File: src/rtl/i2c_addr_slave_pkg.sv
package i2c_addr_slave_pkg;

  typedef enum logic [2:0] {
    ST_IDLE,
    ST_CTRL,
    ST_ADDR,
    ST_WR,
    ST_SACK,
    ST_RD,
    ST_WAIT
  } slv_state_t;

  localparam logic [3:0] CTRL_PREFIX = 4'b1010;

endpackage

File: src/rtl/i2c_line_filter.sv
module i2c_line_filter #(
  parameter int FILT_LEN = 4
) (
  input  logic clk,
  input  logic rst_n,
  input  logic raw_i,
  output logic filt_o
);
  localparam int CW = $clog2(FILT_LEN + 1);

  logic [1:0]    sync_q;
  logic [CW-1:0] cnt_q, cnt_n;
  logic          filt_q, filt_n;

  always_comb begin
    cnt_n  = cnt_q;
    filt_n = filt_q;
    if (sync_q[1] == filt_q) begin
      cnt_n = '0;
    end else if (cnt_q == CW'(FILT_LEN - 1)) begin
      filt_n = sync_q[1];
      cnt_n  = '0;
    end else begin
      cnt_n = cnt_q + 1'b1;
    end
  end

  always_ff @(posedge clk or negedge rst_n) begin
    if (!rst_n) begin
      sync_q <= 2'b11;
      cnt_q  <= '0;
      filt_q <= 1'b1;
    end else begin
      sync_q <= {sync_q[0], raw_i};
      cnt_q  <= cnt_n;
      filt_q <= filt_n;
    end
  end

  assign filt_o = filt_q;

  AST_FILT_FROM_SYNC: assert property (@(posedge clk) disable iff (!rst_n)
    !$stable(filt_q) |-> (filt_q == $past(sync_q[1])));

endmodule

File: src/rtl/i2c_bus_events.sv
module i2c_bus_events (
  input  logic clk,
  input  logic rst_n,
  input  logic scl_f,
  input  logic sda_f,
  output logic ev_rise,
  output logic ev_fall,
  output logic ev_start,
  output logic ev_stop
);
  logic scl_q, sda_q;

  always_ff @(posedge clk or negedge rst_n) begin
    if (!rst_n) begin
      scl_q <= 1'b1;
      sda_q <= 1'b1;
    end else begin
      scl_q <= scl_f;
      sda_q <= sda_f;
    end
  end

  assign ev_rise  = scl_f & ~scl_q;
  assign ev_fall  = ~scl_f & scl_q;
  assign ev_start = scl_f & scl_q & sda_q & ~sda_f;
  assign ev_stop  = scl_f & scl_q & ~sda_q & sda_f;

endmodule

File: src/rtl/i2c_proto_fsm.sv
module i2c_proto_fsm
  import i2c_addr_slave_pkg::*;
#(
  parameter int ADDR_W = 11
) (
  input  logic              clk,
  input  logic              rst_n,
  input  logic              scl_f,
  input  logic              sda_f,
  input  logic              ev_rise,
  input  logic              ev_fall,
  input  logic              ev_start,
  input  logic              ev_stop,
  input  logic              wp_n,
  output logic              sda_oe,
  output logic [ADDR_W-1:0] mem_addr,
  output logic [7:0]        mem_wdata,
  output logic              mem_we,
  output logic              mem_rd_req,
  input  logic [7:0]        mem_rdata
);
  localparam int HI_W = ADDR_W - 8;

  slv_state_t        state, state_n, ret_st, ret_n;
  logic [3:0]        bit_cnt, cnt_n;
  logic [7:0]        shreg, sh_n, tx, tx_n, wdata_q, wd_n;
  logic [ADDR_W-1:0] ptr, ptr_n;
  logic              oe_q, oe_n, wp_lat, wpl_n;
  logic              we_q, we_n, fetch_q, fetch_n, cap_q, cap_n;

  always_comb begin
    state_n = state;
    ret_n   = ret_st;
    cnt_n   = bit_cnt;
    sh_n    = shreg;
    tx_n    = tx;
    oe_n    = oe_q;
    ptr_n   = ptr;
    wpl_n   = wp_lat;
    wd_n    = wdata_q;
    we_n    = 1'b0;
    fetch_n = 1'b0;
    cap_n   = fetch_q;
    if (cap_q) tx_n = mem_rdata;
    if (we_q)  ptr_n = ptr + 1'b1;

    if (ev_stop) begin
      state_n = ST_IDLE;
      oe_n    = 1'b0;
      cnt_n   = '0;
    end else if (ev_start) begin
      state_n = ST_CTRL;
      oe_n    = 1'b0;
      cnt_n   = '0;
      wpl_n   = wp_n;
    end else begin
      unique case (state)
        ST_CTRL, ST_ADDR, ST_WR: begin
          if (ev_rise && bit_cnt < 4'd8) begin
            sh_n  = {shreg[6:0], sda_f};
            cnt_n = bit_cnt + 1'b1;
          end else if (ev_fall && bit_cnt == 4'd8) begin
            state_n = ST_WAIT;
            if (state == ST_CTRL) begin
              if (shreg[7:4] == CTRL_PREFIX) begin
                state_n                = ST_SACK;
                oe_n                   = 1'b1;
                ptr_n[ADDR_W-1:8]      = shreg[HI_W:1];
                ret_n                  = shreg[0] ? ST_RD : ST_ADDR;
                fetch_n                = shreg[0];
              end
            end else if (state == ST_ADDR) begin
              state_n    = ST_SACK;
              oe_n       = 1'b1;
              ptr_n[7:0] = shreg;
              ret_n      = ST_WR;
            end else if (wp_lat) begin
              state_n = ST_SACK;
              oe_n    = 1'b1;
              we_n    = 1'b1;
              wd_n    = shreg;
              ret_n   = ST_WR;
            end
          end
        end
        ST_SACK: begin
          if (ev_rise) begin
            cnt_n = 4'd9;
          end else if (ev_fall && bit_cnt == 4'd9) begin
            cnt_n   = '0;
            state_n = ret_st;
            oe_n    = (ret_st == ST_RD) ? ~tx[7] : 1'b0;
          end
        end
        ST_RD: begin
          if (ev_rise) begin
            if (bit_cnt < 4'd8) begin
              cnt_n = bit_cnt + 1'b1;
            end else if (bit_cnt == 4'd8) begin
              ptr_n = ptr + 1'b1;
              if (!sda_f) begin
                fetch_n = 1'b1;
                cnt_n   = 4'd9;
              end else begin
                state_n = ST_WAIT;
              end
            end
          end else if (ev_fall) begin
            if (bit_cnt >= 4'd1 && bit_cnt <= 4'd7) begin
              tx_n = {tx[6:0], 1'b0};
              oe_n = ~tx[6];
            end else if (bit_cnt == 4'd8) begin
              oe_n = 1'b0;
            end else if (bit_cnt == 4'd9) begin
              cnt_n = '0;
              oe_n  = ~tx[7];
            end
          end
        end
        default: ;
      endcase
    end
  end

  always_ff @(posedge clk or negedge rst_n) begin
    if (!rst_n) begin
      state   <= ST_IDLE;
      ret_st  <= ST_IDLE;
      bit_cnt <= '0;
      shreg   <= '0;
      tx      <= '0;
      oe_q    <= 1'b0;
      ptr     <= '0;
      wp_lat  <= 1'b1;
      wdata_q <= '0;
      we_q    <= 1'b0;
      fetch_q <= 1'b0;
      cap_q   <= 1'b0;
    end else begin
      state   <= state_n;
      ret_st  <= ret_n;
      bit_cnt <= cnt_n;
      shreg   <= sh_n;
      tx      <= tx_n;
      oe_q    <= oe_n;
      ptr     <= ptr_n;
      wp_lat  <= wpl_n;
      wdata_q <= wd_n;
      we_q    <= we_n;
      fetch_q <= fetch_n;
      cap_q   <= cap_n;
    end
  end

  assign sda_oe     = oe_q;
  assign mem_addr   = ptr;
  assign mem_wdata  = wdata_q;
  assign mem_we     = we_q;
  assign mem_rd_req = fetch_q;

  AST_OE_SCL_LOW: assert property (@(posedge clk) disable iff (!rst_n)
    !$stable(oe_q) |-> !$past(scl_f));

  AST_START_TO_CTRL: assert property (@(posedge clk) disable iff (!rst_n)
    (ev_start && !ev_stop) |=> (state == ST_CTRL) && (bit_cnt == 4'd0) && !oe_q);

  AST_WE_DURING_ACK: assert property (@(posedge clk) disable iff (!rst_n)
    we_q |-> (state == ST_SACK) && oe_q);

  AST_WE_STEPS_PTR: assert property (@(posedge clk) disable iff (!rst_n)
    we_q |=> (ptr == ADDR_W'($past(ptr) + 1'b1)));

  AST_NO_WE_PROTECTED: assert property (@(posedge clk) disable iff (!rst_n)
    !wp_lat |-> !we_q);

  AST_RDREQ_IN_READ: assert property (@(posedge clk) disable iff (!rst_n)
    fetch_q |-> (state == ST_SACK) || (state == ST_RD));

  AST_WAIT_RELEASED: assert property (@(posedge clk) disable iff (!rst_n)
    (state == ST_WAIT) |-> !oe_q);

endmodule

File: src/rtl/i2c_addr_slave.sv
module i2c_addr_slave #(
  parameter int FILT_LEN = 4,
  parameter int ADDR_W   = 11
) (
  input  logic              clk,
  input  logic              rst_n,
  input  logic              scl_i,
  input  logic              sda_i,
  output logic              sda_oe,
  input  logic              wp_n,
  output logic [ADDR_W-1:0] mem_addr,
  output logic [7:0]        mem_wdata,
  output logic              mem_we,
  output logic              mem_rd_req,
  input  logic [7:0]        mem_rdata
);
  localparam int NLINES = 2;

  logic [1:0]        rst_sync_q;
  logic              rst_n_s;
  logic [NLINES-1:0] line_raw, line_f;
  logic              ev_rise, ev_fall, ev_start, ev_stop;

  always_ff @(posedge clk or negedge rst_n) begin
    if (!rst_n) rst_sync_q <= 2'b00;
    else        rst_sync_q <= {rst_sync_q[0], 1'b1};
  end
  assign rst_n_s = rst_sync_q[1];

  assign line_raw = {scl_i, sda_i};

  for (genvar g = 0; g < NLINES; g++) begin : g_filt
    i2c_line_filter #(.FILT_LEN(FILT_LEN)) u_filt (
      .clk    (clk),
      .rst_n  (rst_n_s),
      .raw_i  (line_raw[g]),
      .filt_o (line_f[g])
    );
  end

  i2c_bus_events u_events (
    .clk      (clk),
    .rst_n    (rst_n_s),
    .scl_f    (line_f[1]),
    .sda_f    (line_f[0]),
    .ev_rise  (ev_rise),
    .ev_fall  (ev_fall),
    .ev_start (ev_start),
    .ev_stop  (ev_stop)
  );

  i2c_proto_fsm #(.ADDR_W(ADDR_W)) u_fsm (
    .clk        (clk),
    .rst_n      (rst_n_s),
    .scl_f      (line_f[1]),
    .sda_f      (line_f[0]),
    .ev_rise    (ev_rise),
    .ev_fall    (ev_fall),
    .ev_start   (ev_start),
    .ev_stop    (ev_stop),
    .wp_n       (wp_n),
    .sda_oe     (sda_oe),
    .mem_addr   (mem_addr),
    .mem_wdata  (mem_wdata),
    .mem_we     (mem_we),
    .mem_rd_req (mem_rd_req),
    .mem_rdata  (mem_rdata)
  );

endmodule

File: config.mk
export PLATFORM = sky130hd
export DESIGN_NAME = i2c_addr_slave
export DESIGN_NICKNAME = d
export VERILOG_FILES = /design/src/rtl/i2c_addr_slave_pkg.sv /design/src/rtl/i2c_line_filter.sv /design/src/rtl/i2c_bus_events.sv /design/src/rtl/i2c_proto_fsm.sv /design/src/rtl/i2c_addr_slave.sv
export SDC_FILE = /design/constraint.sdc
export NUM_CORES = 1
export LEC_CHECK = 0
export BUFFER_PORTS_ARGS = -buffer_cell sky130_fd_sc_hd__clkbuf_2
export CAP_MARGIN = 20
export CORE_MARGIN = 3
export CORE_UTILIZATION = 39
export DETAILED_ROUTE_END_ITERATION = 8
export GPL_TIMING_DRIVEN = 0
export PLACE_DENSITY_LB_ADDON = 0.25
export SLEW_MARGIN = 20
export SYNTH_ARGS = -nofsm -noshare
export SYNTH_HDL_FRONTEND = slang
export SYNTH_SLANG_ARGS = --single-unit
File: constraint.sdc
create_clock -name clk -period 1.9 [get_ports clk]
set_input_delay 0.475 -clock clk [delete_from_list [all_inputs] [get_ports clk]]
set_output_delay 0.475 -clock clk [all_outputs]
set_load 0.02 [all_outputs]
======== Word-level counts from Yosys, hierarchy flattened ========
Index checks and enable logic that the tools add are counted.
word-level totals
  input port bits ......................... 13
  bits in registers ....................... 66
operators by class
  $lt $le $gt $ge ......................... 3
  add/subtract/negate cells ............... 4
  reduce and logical (&&, ||, !) cells .... 16
  mux-type cells .......................... 94
  equal/unequal tests ..................... 35
  bitwise gates (word level) .............. 20
operators by type and width
  kind                   count
  $mux 11                8
  $mux 8                 9
  $mux 3                 23
  $mux 4                 13
  $mux 1                 34
  $ne 4x3->1 const B     7
  $pmux 11 s2            1
  $reduce_and 9->1       2
  $ne 4x4->1 const B     4
  $ne 5x3->1 const B     3
  $not 1->1              13
  $eq 3x2->1 const B     4
  $eq 4x4->1 const B     3
  $ne 6x3->1 const B     2
  $ne 6x6->1 const B     2
  $pmux 4 s3             1
  $add 11x1->11 const B  1
  $ne 5x4->1 const B     2
  $reduce_and 10->1      1
  $eq 3x3->1 const B     3
  $pmux 3 s3             1
  $reduce_and 8->1       1
  $and 1x1->1            7
  $reduce_and 7->1       1
  other kinds (18)       26

======== Longest topological paths before layout ========
  depth after elaboration ................. 9
  depth in mapped cells ................... 9

======== Cells and area by module ========
From an unflattened synthesis, not the netlist that was laid out.
second synthesis, totals
  cells, all modules ...................... 346
  area total of the unflattened synthesis .. 3668.5 µm²
by module, submodules not included
  module           area an instance (µm²)  sequential area each (µm²)  cells an instance  instances
  i2c_proto_fsm    3089.2                  1252.5                      311                1
  i2c_line_filter  220.2                   153.9                       13                 2
  i2c_bus_events   85.1                    52.6                        6                  1
  i2c_addr_slave   53.8                    50.0                        3                  1

======== Worst setup path after synthesis ========
OpenSTA, ideal clock, no wires.
  path type ............................... flip-flop to flip-flop
  from .................................... register u_fsm.bit_cnt[0]
  to ...................................... register u_fsm.oe_q (netlist: u_fsm.sda_oe)
  cell stages (with the launch flop) ...... 8
  slack ................................... -376 ps
  required time ........................... 1774 ps
  arrival ................................. 2150 ps
  path buffers ............................ 0
  path through ............................ dfrtp_1 inv_1 ha_1 nor3b_1 or4b_1 and4_1 or4_4 mux2i_1
between the ends
  cells in the longest elaborated chain, start to end .. 8
ends and longest elaborated chain
  what                                                line                                        text
  start, declared                                     i2c_proto_fsm.sv:25                         logic [3:0] bit_cnt, cnt_n;
  start signal, assigned                              i2c_proto_fsm.sv:142                        bit_cnt <= cnt_n;
  $ge 4x1->1, or another cell as far along            i2c_proto_fsm.sv:109                        if (bit_cnt >= 4'd1 && bit_cnt <= 4'd7) begin
  $logic_and 1x1->1 / $mux 1 (equally long branches)  i2c_proto_fsm.sv:109, i2c_proto_fsm.sv:112
  $mux 1                                              i2c_proto_fsm.sv:109
  $mux 1                                              i2c_proto_fsm.sv:108                        end else if (ev_fall) begin
  $mux 1                                              i2c_proto_fsm.sv:96                         if (ev_rise) begin
  $pmux 1 s3                                          i2c_proto_fsm.sv:57                         unique case (state)
  $mux 1                                              i2c_proto_fsm.sv:51                         end else if (ev_start) begin
  $mux 1                                              i2c_proto_fsm.sv:47                         if (ev_stop) begin
  end signal, assigned                                i2c_proto_fsm.sv:145                        oe_q <= oe_n;
  end, declared                                       i2c_proto_fsm.sv:28                         logic oe_q, oe_n, wp_lat, wpl_n;
Parallel ways exist; a longest one is shown, timed or not. The select of a mux whose other input is x is not followed.
A chain may end at the register's enable or synchronous reset.

======== Worst setup path in the final report ========
  from .................................... register u_events.scl_q
  to ...................................... register u_fsm.oe_q (netlist: u_fsm.sda_oe)
between the ends
  cells in the longest elaborated chain, start to end .. 5
ends and longest elaborated chain
  what                                                                 line                                                              text
  start, declared                                                      i2c_bus_events.sv:11                                              logic scl_q, sda_q;
  start signal, assigned                                               i2c_bus_events.sv:18                                              scl_q <= scl_f;
  $and 1x1->1 / $not 1->1 (equally long branches)                      i2c_bus_events.sv:25, i2c_bus_events.sv:26, i2c_bus_events.sv:23
  $and 1x1->1 (on tied branches)                                       i2c_bus_events.sv:25, i2c_bus_events.sv:23, i2c_bus_events.sv:26
  $and 1x1->1, or another cell as far along                            i2c_bus_events.sv:25                                              assign ev_start = scl_f & scl_q & sda_q & ~sda_f;
  $ne 6x3->1 (no source line), or another cell as far along            n/a
  $reduce_and 10->1 (no source line) / $mux 1 (equally long branches)  n/a
Parallel ways exist; a longest one is shown, timed or not.

==> summary.txt <==
Final layout
  • Commonest non-fill, non-tap cell in the layout: dfrtp_1
  • Share of post-route cells with drive strength above 1: 38.70%
  • Fill count: 826
  • Most frequent cells in the layout: dfrtp_1 (56), clkbuf_2 (40), a21oi_1 (22), nor2_1 (22)
  • Register Area: 0.001667 mm2
  • Design Area, Final: 0.005007 mm2
  • Nets: 478
  • Area Growth Syn to Fin: 31.99%
  • N_diodes: 0
  • Multi-input logic area: 0.002327 mm2

Outcome
  • Failing checks: setup timing
  • Status: finished, violations left

Timing
  • Setup violators final: 34
  • Fmax: 449.9 MHz
  • Tightest Pin Transition: between 0.5 and 0.6 ns
  • RSZ-0062 raised after global routing: true
  • PnR worst setup slack: -0.3228 ns
  • Max Slew Vio Count: 0
  • Crit path time final: 2.223 ns
  • Fin. Hold Viols: 0
  • TNS Setup: -4.281 ns
  • Fin crit share: 117.0%
  • Relative slew slack: between 60% and 70%
  • Final clock skew: 0.009096 ns

Floorplanning
  • Die H: between 100 and 150 um
  • Initial Util: 40.67%
  • DIE AREA: 0.01095 mm2
  • Std cell rows: 35
  • # IOs: 35
  • Core Region: approximately 0.0093 mm2
  • Die W: between 100 and 150 um

Drt
  • Vias per cell: 5.683
  • Drc violations: 0
  • 1st-iter DRT viols: 177
  • First-pass detailed-route iteration total: 5
  • Detailed-route via count: 3347
  • Drt total wl: 9989 um
  • DRT antenna net count: 0
  • Mean routed wirelength per cell: 16.96 um

Run
  • Max Cap Viol: 0

GRT
  • All-Layer GR Usage: 18.97%
  • Largest net degree at the start of global routing: 35
  • Grt ovf: 0
  • Initial antenna violation count: 0
  • Global-route wire length before repair: between 15000 and 20000 um
  • Vias in the first global route: 3398

Worst hold path
  • Worst Hold End: g_filt[1].u_filt.sync_q[0]
  • Hold path depth: 1
  • Worst hold path class: input pin to flip-flop
  • Hold_sp: scl_i

Worst setup path
  • Critical path launch point type: flip-flop
  • CP max stage delay: 0.58 ns
  • Critical Path RT: between 2 and 2.5 ns
  • Cells on worst reg2reg path: 6
  • Worst R2R End: u_fsm.sda_oe
  • Crit path cell chain: inv_2 > ha_4 > or4b_4 > and4_1 > or4_4 > mux2i_1
  • Critical Path AT: 2.46 ns
  • Worst Setup Path Type: flip-flop to flip-flop
  • CP max-delay cell: dfstp_2
  • Max FO, Critical Path: 8
  • Crit Reg-Reg Startpoint: u_events.scl_q
  • Crit end category: flip-flop
  • R2R Setup Slk: -0.32 ns

Logic synthesis
  • Syn Inst Count: 382
  • Number of synthesized flops with an enable pin: 0
  • Seq cells post-synth: 66
  • Ys Warns: 0
  • Main synth FF type: dfrtp_1
  • Syn Nets: between 400 and 500
  • Register area share after synthesis: 43.83%
  • Post-synthesis async set-or-reset flop share: 100.0%
  • Cell variety after synth: 66
  • Synthesized cell area: 0.003794 mm2
  • Mean Syn Cell Area: 9.931 um2

CTS
  • Root Driver: clkbuf_8
  • Total CTS buffers: 9
  • CTS sink count: between 60 and 70
  • Worst-Skew Late Latency: 0.35 ns
  • Clock slew at reported path FFs: roughly 0.080 ns
  • CTS tree: yes
  • Max Root-Sink Buffers: 2
  • H-tree depth: 3

Placed design
  • Pre-CTS setup slack: -0.4058 ns
  • # port buffers: 34
  • Detailed placement HPWL: 6724 um
  • Placement-stage cell area: about 0.0043 mm2
  • Gp weighted congestion: approximately 0.86

Pwr
  • Peak VDD IR: 0.5718 mV
  • Cell leakage power: 2.117 nW
  • Cell Pwr Density: 1259 mW/mm2
## how the worst max path moves through the flow
stage                                 start            endpoint  slack [ns]  cells past startpoint
floorplan                    u_events.scl_q        u_fsm.sda_oe       -0.20                      6
global placement    g_filt[1].u_filt.filt_o  u_fsm.mem_addr[10]       -0.37                      6
detailed placement  g_filt[1].u_filt.filt_o    u_fsm.bit_cnt[2]       -0.41                      6
CTS                          u_events.scl_q        u_fsm.sda_oe       -0.32                      6
global route        g_filt[1].u_filt.filt_o    u_fsm.bit_cnt[2]       -0.38                      6
finish                       u_events.scl_q        u_fsm.sda_oe       -0.32                      6
## report_power, final
part	total [mW]	switching [mW]	leakage, nW	internal (mW)
Sequential	2.03	0.309	0.822	1.72
Combinational	3.07	1.70	1.20	1.37
Clock	1.20	0.590	0.0962	0.614
Total	6.30	2.60	2.12	3.70
## critical path: cells and delay by family, from the launching register on
kind | cells | cell delay (ns)
adder cells (fa/ha/maj) | 1 | 0.18
flip-flops | 1 | 0.58
multiplexers | 1 | 0.13
AND/OR/NAND/NOR | 3 | 1.18
buffers and inverters | 1 | 0.05
## sequential cells by signal (all words and copies together) (netlist names), 3 cells and up
| register | cells |
|---|---|
| u_fsm.ret_st | 3 |
| u_fsm.state | 3 |
| u_fsm.mem_addr | 11 |
| u_fsm.tx | 8 |
| g_filt.u_filt.cnt_q | 6 |
| u_fsm.shreg | 8 |
| u_fsm.mem_wdata | 8 |
| u_fsm.bit_cnt | 4 |
| g_filt.u_filt.sync_q | 4 |
## metrics by stage
step | power (mW) | hold slack [ns] | cells | utilization, %
after floorplan | 3.713 | 0.1794 | 382 | -
after global placement | 4.299 | 0.2610 | 545 | 45.67
after detailed placement | 4.343 | 0.2634 | 546 | 45.92
after CTS | 6.026 | 0.1847 | 585 | 52.02
after global routing | 6.724 | 0.1813 | 589 | 53.68
final | 6.304 | 0.1965 | 589 | 53.68
## logic make-up after synthesis
group,Yosys count,share of synthesized area [%]
simple gates,128,19.62
compound gates,90,15.83
flops,66,43.83
buf+inv,37,3.892
mux,36,10.19
xor+xnor,14,3.232
fa+ha+maj,10,3.298
other cells,1,0.09885
## synth_stat cells, types with 7 or more instances
master	instances	area [um2]
nor2_1	24	90.09
nor2b_1	7	43.79
xnor2_1	8	70.07
mux2_2	21	236.5
a21oi_1	26	130.1
nand3_1	9	45.04
ha_1	10	125.1
clkbuf_1	16	60.06
nand2_1	23	86.33
o21ai_0	13	65.06
dfstp_2	9	236.5
nor3b_1	7	52.55
nor3_1	8	40.04
dfrtp_1	57	1426
inv_1	14	52.55
mux2i_1	15	150.1
## per-layer routing
layer	vias up	global-route usage (%)	wire, um
met4	0	6.279	206
met2	136	30.58	4796
li1	1548	-	-
met1	1636	25.80	4260
met3	27	3.521	725
met5	-	0	0
## layout make-up
type / instances / area share, %
Timing Repair Buffer: 65 / 9.345
Buffer: 20 / 2.624
Sequential cell: 66 / 33.28
Multi-Input combinational cell: 279 / 46.48
Clock inverter: 7 / 1.524
Inverter: 14 / 1.049
Clock buffer: 9 / 2.474
Tap cell: 129 / 3.223
## repair_timing
item | in CTS | in global routing
gates resized for setup | 48 | 33
hold endpoints to repair | 2 | 0
gates cloned | 0 | 0
setup endpoints to repair | 47 | 45
hold buffers | 1 | 0
setup buffers | 23 | 8
pin swaps | 23 | 17
Note: power is estimated with default switching activity, not from simulation.
